`config.mk`:
```
export PLATFORM = sky130hd
export DESIGN_NAME = pin_irq_detector
export DESIGN_NICKNAME = d
export VERILOG_FILES = /design/src/rtl/pin_irq_pkg.sv /design/src/rtl/pin_deglitch.sv /design/src/rtl/edge_sense.sv /design/src/rtl/polarity_track.sv /design/src/rtl/pin_irq_detector.sv
export SDC_FILE = /design/constraint.sdc
export NUM_CORES = 1
export LEC_CHECK = 0
export ABC_CLOCK_PERIOD_IN_PS = 1600
export BUFFER_PORTS_ARGS = -buffer_cell sky130_fd_sc_hd__buf_4
export CAP_MARGIN = 20
export CORE_ASPECT_RATIO = 0.75
export CORE_UTILIZATION = 51
export CTS_BUF_LIST = sky130_fd_sc_hd__clkbuf_16
export CTS_CLUSTER_DIAMETER = 50
export CTS_CLUSTER_SIZE = 12
export DETAILED_ROUTE_END_ITERATION = 8
export GPL_TIMING_DRIVEN = 0
export PLACE_DENSITY = 0.73
export SLEW_MARGIN = 5
export SYNTH_ARGS = -nofsm -noshare
export SYNTH_HDL_FRONTEND = slang
export SYNTH_HIERARCHICAL = 1
export SYNTH_SLANG_ARGS = --single-unit
```
`constraint.sdc`:
```
create_clock -name clk -period 1.6 [get_ports clk]
set_input_delay 0.08 -clock clk [delete_from_list [all_inputs] [get_ports clk]]
set_output_delay 0.08 -clock clk [all_outputs]
set_load 0.02 [all_outputs]
```
`src/rtl/pin_irq_pkg.sv`:
```
package pin_irq_pkg;

  typedef enum logic {
    EDGE_RISE = 1'b0,
    EDGE_FALL = 1'b1
  } edge_pol_e;

endpackage

```
`src/rtl/pin_deglitch.sv`:
```
module pin_deglitch #(
  parameter int STABLE_CLKS = 3
) (
  input  logic clk,
  input  logic rst_n,
  input  logic raw,
  output logic clean
);
  localparam int CW = (STABLE_CLKS > 2) ? $clog2(STABLE_CLKS) : 1;
  localparam logic [CW-1:0] LAST = CW'(STABLE_CLKS - 1);

  logic          samp;
  logic [CW-1:0] run;

  // samp registers the pin; clean moves once samp has disagreed for STABLE_CLKS edges
  always_ff @(posedge clk) begin
    if (!rst_n) begin
      samp  <= raw;
      clean <= raw;
      run   <= '0;
    end else begin
      samp <= raw;
      if (samp == clean) begin
        run <= '0;
      end else if (run == LAST) begin
        clean <= samp;
        run   <= '0;
      end else begin
        run <= run + 1'b1;
      end
    end
  end
endmodule

```
`src/rtl/edge_sense.sv`:
```
module edge_sense
  import pin_irq_pkg::*;
(
  input  logic      clk,
  input  logic      rst_n,
  input  logic      lvl,
  input  logic      init_lvl,
  input  edge_pol_e pol,
  output logic      hit
);
  logic prev;

  always_ff @(posedge clk) begin
    if (!rst_n) prev <= init_lvl;
    else        prev <= lvl;
  end

  always_comb begin
    if (pol == EDGE_FALL) hit = prev & ~lvl;
    else                  hit = lvl & ~prev;
  end
endmodule

```
`src/rtl/polarity_track.sv`:
```
module polarity_track #(
  parameter int W = 4
) (
  input  logic         clk,
  input  logic         rst_n,
  input  logic [W-1:0] pol_in,
  output logic [W-1:0] pol_now,
  output logic [W-1:0] pol_flip
);
  logic [W-1:0] pol_old;

  always_ff @(posedge clk) begin
    if (!rst_n) begin
      pol_now <= pol_in;
      pol_old <= pol_in;
    end else begin
      pol_now <= pol_in;
      pol_old <= pol_now;
    end
  end

  assign pol_flip = pol_now ^ pol_old;
endmodule

```
`src/rtl/pin_irq_detector.sv`:
```
module pin_irq_detector
  import pin_irq_pkg::*;
#(
  parameter int PORT_W      = 8,
  parameter int NUM_PORTS   = 3,
  parameter int STABLE_CLKS = 3
) (
  input  logic                          clk,
  input  logic                          rst_n,
  input  logic [NUM_PORTS*PORT_W-1:0]   port_pin,
  input  logic [NUM_PORTS*PORT_W-1:0]   port_irq_en,
  input  logic [NUM_PORTS-1:0]          port_fall,
  input  logic                          nmi_pin,
  input  logic                          nmi_alt_en,
  input  logic                          nmi_fall,
  output logic [NUM_PORTS*PORT_W-1:0]   port_level,
  output logic                          nmi_level,
  output logic                          req_port_a,
  output logic                          req_port_bc,
  output logic                          req_nmi
);
  localparam int NPIN    = NUM_PORTS * PORT_W;
  localparam int NSRC    = NPIN + 1;
  localparam int NMI_SRC = NPIN;
  localparam int NPOL    = NUM_PORTS + 1;

  logic [NSRC-1:0]      src_raw;
  logic [NSRC-1:0]      src_lvl;
  logic [NSRC-1:0]      src_hit;
  logic [NSRC-1:0]      src_fall;
  logic [NPOL-1:0]      pol_now;
  logic [NPOL-1:0]      pol_flip;
  logic [NUM_PORTS-1:0] port_any_en;
  logic [NUM_PORTS-1:0] port_evt;

  assign src_raw = {nmi_pin, port_pin};

  polarity_track #(.W(NPOL)) u_pol (
    .clk      (clk),
    .rst_n    (rst_n),
    .pol_in   ({nmi_fall, port_fall}),
    .pol_now  (pol_now),
    .pol_flip (pol_flip)
  );

  // direction select per source: pins follow their port, the last source is the NMI pin
  genvar gi;
  generate
    for (gi = 0; gi < NSRC; gi++) begin : g_src
      if (gi == NMI_SRC) begin : g_nmi_pol
        assign src_fall[gi] = pol_now[NUM_PORTS];
      end else begin : g_port_pol
        assign src_fall[gi] = pol_now[gi / PORT_W];
      end

      pin_deglitch #(.STABLE_CLKS(STABLE_CLKS)) u_flt (
        .clk   (clk),
        .rst_n (rst_n),
        .raw   (src_raw[gi]),
        .clean (src_lvl[gi])
      );

      edge_sense u_edge (
        .clk      (clk),
        .rst_n    (rst_n),
        .lvl      (src_lvl[gi]),
        .init_lvl (src_raw[gi]),
        .pol      (edge_pol_e'(src_fall[gi])),
        .hit      (src_hit[gi])
      );
    end
  endgenerate

  // per-port event: an enabled pin edge, or a direction change while the port has a live pin
  genvar gp;
  generate
    for (gp = 0; gp < NUM_PORTS; gp++) begin : g_port
      assign port_any_en[gp] = |port_irq_en[gp*PORT_W +: PORT_W];
      assign port_evt[gp]    = (|(src_hit[gp*PORT_W +: PORT_W] & port_irq_en[gp*PORT_W +: PORT_W]))
                             | (pol_flip[gp] & port_any_en[gp]);
    end
  endgenerate

  assign port_level  = src_lvl[NPIN-1:0];
  assign nmi_level   = src_lvl[NMI_SRC];
  assign req_port_a  = rst_n & port_evt[0];
  assign req_port_bc = rst_n & (|port_evt[NUM_PORTS-1:1]);
  assign req_nmi     = rst_n & nmi_alt_en & (src_hit[NMI_SRC] | pol_flip[NUM_PORTS]);
endmodule

```
==> results of run 1 <==
[cells in the final DEF (no fill, tap or decap), types with 8 or more instances in the layout]
master / Yosys / final
clkbuf_16: 0 / 17
nor4b_1: 50 / 50
dlygate4sd3_1: 0 / 29
mux2_2: 29 / 29
o21ai_1: 25 / 24
nand3b_1: 25 / 25
xnor2_1: 25 / 25
o21ai_0: 25 / 25
dfxtp_1: 108 / 105
nand2b_1: 25 / 25
inv_1: 50 / 50
a22oi_1: 8 / 8
ha_1: 25 / 25
mux2_4: 25 / 25
edfxtp_1: 25 / 25
buf_4: 0 / 109
[per-stage QoR]
stage / setup slack [ns] / utilization (%) / hold WS (ns)
detailed placement: -0.389 / 61.3 / 0.194
finish: -0.388 / 71.6 / 0.217
global route: -0.480 / 71.6 / 0.248
global placement: -0.357 / 61.1 / 0.193
CTS: -0.391 / 71.1 / 0.203
floorplan: 0.00238 / - / 0.108
[routing by layer]
layer | up-vias | share of wire, % | GRT usage (%)
li1 | 2040 | - | -
met1 | 1896 | 47 | 25.1
met2 | 66 | 48 | 32.6
met3 | 4 | 4.3 | 4.74
met4 | 0 | 0.51 | 6.53
met5 | - | 0 | 0
[what timing repair did]
item | in CTS | in global routing
endpoints found under the setup margin | 2 | 3
resized for setup | 7 | 1
hold buffers | 29 | 0
setup buffers | 21 | 6
pin swaps | 8 | 1
hold endpoints to repair | 78 | 0
[sequential cells by signal, summed over array words and instances, names as in the netlist]
register / cells
g_src.u_flt/clean: 25
u_pol/pol_old: 4
g_src.u_flt/run: 50
g_src.u_flt/samp: 25
g_src.u_edge/prev: 25
u_pol/pol_now: 4
[power breakdown]
part           switching [mW]  internal (mW)  total [mW]  leakage [nW]
clock                    1.37           2.27        3.64         0.268
sequential              0.162           3.69        3.85          1.15
combinational           0.527          0.669        1.20          1.59
[critical path: stages (launching register included)]
cell	delay [ns]
edfxtp_1	0.43
nand2b_1	0.10
o21ai_1	0.07
a22o_1	0.25
a221oi_2	0.18
nand3_1	0.10
o31a_1	0.26
buf_6	0.13
[worst max-delay path by stage]
stage	startpoint	endpoint	slack, ns	depth (start not counted)
after floorplan	g_src[14].u_flt/clean	req_port_bc	0.002	6
after global placement	u_pol/pol_now[2]	req_port_bc	-0.36	6
after detailed placement	u_pol/pol_now[2]	req_port_bc	-0.39	6
after CTS	g_src[16].u_flt/clean	req_port_bc	-0.39	7
after global routing	g_src[9].u_flt/clean	req_port_bc	-0.48	7
final	g_src[14].u_flt/clean	req_port_bc	-0.39	7
[layout make-up]
class	instances	area share [%]
Sequential cell	133	38.9
Timing Repair Buffer	140	15.3
Clock buffer	17	5.66
Tap cell	136	2.27
Clock inverter	15	1.87
Inverter	50	2.50
Multi-Input combinational cell	287	33.5
[logic make-up (layout without fill, tap and decap cells)]
family	Yosys count	count (layout)	synth area share [%]
AOI/OAI and AO/OA	66	66	6.75
adders and majority gates	25	25	5.59
xor gates and xnor gates	29	29	4.54
and+or+nand+nor	113	113	15.2
DFF	133	133	52.0
muxes	54	54	12.5
buffers and inverters	50	222	3.35
==> impl_metrics.toml, run 1 <==
[synthesis]
synth.ff_latch_count = 133
synth_commonest_cells = "108 x dfxtp_1, 50 x inv_1, 50 x nor4b_1, 29 x mux2_2"
synth_edf_count = 25
ys_types = 24
synth.most_common_cell = "dfxtp_1"
synth_area_leaders = "dfxtp_1 39%, edfxtp_1 13%, nor4b_1 7.8%, mux2_4 6.7%, mux2_2 5.8%"
synth_cells = 470
avgSynthCellArea_um2 = 11.9
synth_top_area_share_pct = 38.6
synth_nets = 551
yosysSeqAreaShare_pct = 52.0
synth_area_mm2 = 0.00560
synthArstFlopShare_pct = 0
ys.warnings.count = 6
synth_top_area_cell = "dfxtp_1"
synth_ff_type = "dfxtp_1"

[setup_path]
crit_path_end_kind = "primary output"
r2r_end = "g_src[0].u_flt/clean"
crit_path_start_kind = "flip-flop"
crit_path_max_fanout = 4
r2r-start = "g_src[0].u_flt/clean"
rr_worst_depth = 4
critical_path_class = "flip-flop to primary output"
r2r_setup_slack_ns = 0.16
arrival_ns = 1.91
critical_path_required_ns = 1.52

[placed_design]
port_buffers = 83
placed_cells = 690
dp_hpwl_um = 7100
post_dp_cell_area_mm2 = 0.00643
place.gp.congestion = 0.842

[hold_path]
hold_path.class = "primary input to flip-flop"
hold_end = "g_src[2].u_flt/run[1]"
hp-start = "rst_n"
worstHoldPathCells = 2

[floorplan]
die-area_mm2 = 0.0114
die_width_um = 123
start_util_pct = 53.4
placementRows = 32
pin_count = 84
core_area_mm2 = 0.0105
die_h_um = 92.8

[final_layout]
final_cells = 778
n_antenna_cell = 0
design_area_mm2 = 0.00751
drive_above_1_share_pct = 31.5
fillers = 765
regArea_mm2 = 0.00292
nets = 710
multi_input_area_mm2 = 0.00252
areaGrowthSynthToFinish_pct = 34.1

[timing]
rsz0062_at_grt = "yes"
maxSlewHeadroom_pct = 64.2
tightest_slew_ns = 0.537
hold_viol_final = 0
clock_skew_ns = 0.00604
fin_crit_ns = 1.99
drv_slew = 0
final.period_utilization_pct = 124
tns_ns = -0.533
timing.fmax_ghz = 0.503
setup_slack_ns = -0.388
setup_viol = 2

[grt]
grt_max_degree = 84
grt-ovfl-total = 0
grt_pass1_wl_um = 17400
antenna_found_initial = 0
grt_util_all_layers_pct = 19.7
grt_pass1_vias = 3907

[route]
drtIter0Drc = 227
routed-via-count = 4006
routed_wl_um = 10800
dr.pass1.iters = 4
wl_per_cell_um = 13.9
ant_nets = 0
viasPerCell = 5.15
drc = 0

[clocking]
cts_tree = "yes"
numClockSinks = 133
cts_buffers = 17
htree_levels = 4
ctsRootBufferMaster = "clkbuf_16"
clk-insertion-delay-late_ns = 0.40
cts.clk_slew.worst_paths_ns = 0.06
clockBufferDepth = 2

[flow_run]
drv_cap = 0

[power]
p_leak_nw = 3.00
ir_drop_v = 0.00108
power_density_mw_per_mm2 = 1160
finalPower_mw = 8.69

[outcome]
outcome = "complete, but fails checks"
violations = "setup timing"
No activity file was read; power rests on OpenSTA's default activity.
==> inputs of run 2 (changes only) <==
--- a/config.mk
+++ b/config.mk
@@ -14,7 +14,6 @@
 export CTS_CLUSTER_DIAMETER = 50
 export CTS_CLUSTER_SIZE = 12
 export DETAILED_ROUTE_END_ITERATION = 8
-export GPL_TIMING_DRIVEN = 0
 export PLACE_DENSITY = 0.73
 export SLEW_MARGIN = 5
 export SYNTH_ARGS = -nofsm -noshare
==> run 2 against run 1 <==
Against the previous run:
- the run still ends with setup timing left
- flip-flop and latch count stayed put
- worst setup slack worse by 0.033 ns
- power is 6.4% higher
- sequential power hardly changed
- clock power is 14% higher
- sequential share of layout area is 0.84 points lower
==> impl_metrics.toml, run 2 (same netlist as run 1, synthesis figures left out) <==
[grt]
grt_max_degree = 73
grt_pass1_vias = 4186
use_met1_pct = 25.5
grt_pass1_wl_um = 18900
antenna_found_initial = 0
met2_usage_pct = 36.6
grt-ovfl-total = 0
grt_util_all_layers_pct = 21.3
top_usage_layer = "met2"
met3_usage_pct = 6.34

[route]
dr.pass1.iters = 5
drtIter0Drc = 244
viasPerCell = 5.25
routed-via-count = 4129
routed_wl_um = 11300
wl_per_cell_um = 14.4
drc = 0
ant_nets = 0

[final_layout]
layout_commonest_cell = "buf_4"
drive_above_1_share_pct = 32.4
areaGrowthSynthToFinish_pct = 36.8
n_antenna_cell = 0
nets = 719
finish.utilization_pct = 73.1
fillers = 727
layout_common_cells = "115 x buf_4, 105 x dfxtp_1, 52 x inv_1"
regMostFlops = "g_src.u_flt/run"
largest_reg_flops = 50

[placed_design]
dp_hpwl_um = 7590
place.gp.congestion = 0.895
port_buffers = 83

[timing]
fin_crit_ns = 2.02
tightest_slew_ns = 0.344
setup_viol = 2
timing.fmax_ghz = 0.495
rsz0062_at_grt = "yes"
setup_slack_ns = -0.421
clock_skew_ns = 0.00923
hold_viol_final = 0
drv_slew = 0
final.period_utilization_pct = 126
maxSlewHeadroom_pct = 76.9

[clocking]
clockBufferDepth = 2
numClockSinks = 133
ctsRootBufferMaster = "clkbuf_16"
cts_tree = "yes"
cts.clk_slew.worst_paths_ns = 0.06
cts_buffers = 17
htree_levels = 4
clk-insertion-delay-late_ns = 0.41

[floorplan]
die-area_mm2 = 0.0114
die_h_um = 92.8
placementRows = 32
pin_count = 84
core_area_mm2 = 0.0105
die_width_um = 123
start_util_pct = 53.4

[setup_path]
crit_chain = "nand2b_1, o21ai_1, a22o_1, a221oi_2, nand3_1, o31a_1, buf_6"
critical_path_class = "flip-flop to primary output"
crit_path_max_incr_delay_ns = 0.40
r2r-start = "g_src[23].u_flt/clean"
r2r_setup_slack_ns = 0.28
crit_slowest_cell = "edfxtp_1"
crit_path_start_kind = "flip-flop"
crit_path_max_fanout = 3
crit_path_end_kind = "primary output"
rr_worst_depth = 4
critPathLaunch = "g_src[23].u_flt/clean"
arrival_ns = 1.94
r2r_end = "g_src[23].u_flt/clean"
critical_path_required_ns = 1.52

[outcome]
outcome = "complete, but fails checks"
violations = "setup timing"

[power]
ir_drop_v = 0.000980
finalPower_mw = 9.24
power_density_mw_per_mm2 = 1210
p_leak_nw = 3.10

[hold_path]
hold_end = "g_src[2].u_flt/run[1]"
worstHoldPathCells = 3
hold_path.class = "primary input to flip-flop"
hp-start = "rst_n"

[flow_run]
drv_cap = 0
## run 2: how the worst max path moves through the flow
stage | cells after the start | to | slack [ns]
floorplan | 6 | req_port_bc | 0.002
global placement | 6 | req_port_bc | -0.01
detailed placement | 6 | req_port_bc | -0.03
CTS | 7 | req_port_bc | -0.41
global route | 7 | req_port_bc | -0.53
finish | 7 | req_port_bc | -0.42
## run 2: area by class of cell
cell class                      count  area [µm²]  area share, %
Sequential cell                   133        2920           38.1
Multi-Input combinational cell    287        2520           32.9
Timing Repair Buffer              149        1230           16.0
Clock buffer                       17         425           5.55
Clock inverter                     15         214           2.79
Inverter                           50         188           2.45
Tap cell                          136         170           2.22
## run 2: power breakdown
group          internal [mW]  total [mW]  switching, mW
sequential              3.69        3.84          0.150
clock                   2.75        4.16           1.41
combinational          0.689        1.24          0.553
## run 2: stage by stage
step                hold WS (ns)  TNS, ns  std cells  instance area, µm²  worst slack [ns]
finish                     0.228   -0.601        787                7660            -0.421
global route               0.230   -0.827        787                7660            -0.528
CTS                        0.221   -0.532        787                7660            -0.415
detailed placement         0.195  -0.0255        714                6620           -0.0255
global placement           0.192  -0.0127        714                6620           -0.0127
floorplan                  0.108        0        470                5610           0.00238
## run 2: worst max-delay path, delay by kind of cell, from the launching register on
family	cells	cell delay, ns
AO/OA/AOI/OAI	4	0.78
flip-flops	1	0.40
AND/OR/NAND/NOR	2	0.22
buffers and inverters	1	0.14
## run 2: layer usage
layer | share of wire [%] | vias to the layer above
li1 | - | 2048
met2 | 49 | 102
met5 | 0 | -
met3 | 5.4 | 10
met4 | 0.86 | 0
met1 | 45 | 1969
## run 2: what timing repair did
| item | in CTS | in global routing |
|---|---|---|
| setup buffers | 12 | 0 |
| pin swaps | 8 | 0 |
| resized for setup | 9 | 0 |
| hold buffers | 29 | 0 |
| setup endpoints to repair | 2 | 2 |
| endpoints found under the hold margin | 77 | 0 |
==> inputs of run 3 (changes only) <==
--- a/config.mk
+++ b/config.mk
@@ -6,7 +6,7 @@
 export NUM_CORES = 1
 export LEC_CHECK = 0
 export ABC_CLOCK_PERIOD_IN_PS = 1600
-export BUFFER_PORTS_ARGS = -buffer_cell sky130_fd_sc_hd__buf_4
+export BUFFER_PORTS_ARGS = -buffer_cell sky130_fd_sc_hd__buf_2
 export CAP_MARGIN = 20
 export CORE_ASPECT_RATIO = 0.75
 export CORE_UTILIZATION = 51
==> run 3 against run 2 <==
Against the previous run:
- the run still ends with setup timing left
- clock skew shrank 0.0021 ns
- critical path depth unchanged
- count of clock-buffer cells in the layout stayed put
- cell count is 0.25% lower
- flip-flop and latch count stayed put
- register-to-register slack worse by 0.07 ns
- sequential share of layout area is 1.1 points higher
- global-route usage rose by 0.25 points
- via count fell by 0.51%
- routed wire length grew 3.0%
- core utilization decreased by 2.1 points
- worst hold slack got worse by 0.016 ns
- critical endpoint unchanged
- largest cell class unchanged
==> impl_metrics.toml, run 3 (same netlist as run 1, synthesis figures left out) <==
[setup_path]
cp_common_cell = "buf_6"
crit_chain = "buf_6, o21ai_1, a22o_1, a221oi_2, nand3_1, o31a_1, buf_6"
critical-path-top-delay-family = "compound AO/OA/AOI/OAI gates"
crit_path_start_kind = "flip-flop"
path_buf_inv = 2
crit_path_max_fanout = 6
crit_slowest_cell = "dfxtp_4"
crit_path_end_kind = "primary output"
r2r_end = "g_src[0].u_flt/clean"
arrival_ns = 1.95
r2r_setup_slack_ns = 0.21
r2r-start = "g_src[0].u_flt/clean"
rr_worst_depth = 4
critical_path_class = "flip-flop to primary output"
crit_path_max_incr_delay_ns = 0.38
critical_path_required_ns = 1.52

[timing]
maxSlewHeadroom_pct = 72.5
rsz0062_at_grt = "yes"
clock_skew_ns = 0.00711
hold_viol_final = 0
drv_slew = 0
setup_slack_ns = -0.427
final.period_utilization_pct = 127
tns_ns = -0.576
fin_crit_ns = 2.03
tightest_slew_ns = 0.410
setup_viol = 2
timing.fmax_ghz = 0.493

[grt]
grt_pass1_wl_um = 18800
grt_util_all_layers_pct = 21.6
grt_pass1_vias = 4085
grt-ovfl-total = 0
antenna_found_initial = 0
grt_max_degree = 71

[clocking]
htree_levels = 4
cts.clk_slew.worst_paths_ns = 0.06
cts_buffers = 17
ctsRootBufferMaster = "clkbuf_16"
clockBufferDepth = 2
cts_tree = "yes"
numClockSinks = 133
clk-insertion-delay-late_ns = 0.40

[route]
dr.pass1.iters = 5
wl_per_cell_um = 14.8
drtIter0Drc = 215
routed-via-count = 4108
ant_nets = 0
viasPerCell = 5.23
routed_wl_um = 11700
drc = 0

[final_layout]
largest_reg_flops = 50
finish.utilization_pct = 71.0
fillers = 771
regMostFlops = "g_src.u_flt/run"
areaGrowthSynthToFinish_pct = 33.0
nets = 717
layout_commonest_cell = "dfxtp_1"
regArea_mm2 = 0.00292
layout_common_cells = "105 x dfxtp_1, 80 x buf_2, 53 x inv_1"
n_antenna_cell = 0
multi_input_area_mm2 = 0.00253
drive_above_1_share_pct = 31.9

[floorplan]
die_width_um = 123
die-area_mm2 = 0.0114
die_h_um = 92.8
core_area_mm2 = 0.0105
start_util_pct = 53.4
placementRows = 32
pin_count = 84

[placed_design]
dp_hpwl_um = 7860
port_buffers = 83
place.gp.congestion = 0.915

[outcome]
outcome = "complete, but fails checks"
violations = "setup timing"

[power]
ir_drop_v = 0.000817
p_leak_nw = 3.01
power_density_mw_per_mm2 = 1220

[hold_path]
hold_end = "g_src[2].u_flt/run[0]"
hp-start = "rst_n"
hold_path.class = "primary input to flip-flop"
worstHoldPathCells = 3

[flow_run]
drv_cap = 0
-- run 3: what timing repair did --
action                                  in CTS  in global routing
resized for setup                           14                  5
gates cloned                                 1                  1
endpoints found under the setup margin       2                  2
pin swaps                                    6                  5
endpoints found under the hold margin       66                  0
buffers inserted                             9                  5
hold buffers                                29                  0
-- run 3: final cells by class --
type	count	area share [%]
Inverter	50	2.52
Clock buffer	17	5.71
Clock inverter	15	2.64
Tap cell	136	2.28
Timing Repair Buffer	147	13.6
Multi-Input combinational cell	287	34.0
Sequential cell	133	39.2
-- run 3: routing by layer --
layer	vias to the layer above	routed length, µm	share of wire (%)	GRT usage [%]
li1	2052	-	-	-
met1	1931	5180	44	25.8
met2	105	5760	49	36.1
met3	20	536	4.6	5.17
met4	0	174	1.5	10.6
met5	-	0	0	0
-- run 3: tightest hold or removal path, stage by stage --
cell and delay, ns:
buf_4 0.13, buf_12 0.19, nor4b_1 0.17
-- run 3: worst max-delay path by stage --
stage / from / endpoint / slack (ns) / depth (start not counted)
after floorplan: g_src[14].u_flt/clean / req_port_bc / 0.002 / 6
after global placement: u_pol/pol_now[2] / req_port_bc / 0.007 / 6
after detailed placement: u_pol/pol_now[2] / req_port_bc / -0.02 / 6
after CTS: u_pol/pol_now[1] / req_port_bc / -0.37 / 7
after global routing: u_pol/pol_now[1] / req_port_bc / -0.53 / 7
final: u_pol/pol_now[1] / req_port_bc / -0.43 / 7
-- run 3: metrics by stage --
step | power (mW) | area, µm² | instances | setup slack [ns] | hold slack, ns
final | 9.09 | 7450 | 785 | -0.427 | 0.212
after global routing | 9.49 | 7450 | 785 | -0.533 | 0.235
after global placement | 4.89 | 6370 | 708 | 0.00703 | 0.195
after detailed placement | 4.97 | 6370 | 708 | -0.0221 | 0.201
after floorplan | 4.56 | 5610 | 470 | 0.00238 | 0.108
after CTS | 9.14 | 7390 | 779 | -0.368 | 0.212
-- run 3: report_power, final --
group          switching (mW)  internal [mW]  total, mW  leakage (nW)
clock network            1.34           2.72       4.06         0.307
logic                   0.550          0.626       1.18          1.56
registers               0.161           3.69       3.85          1.15
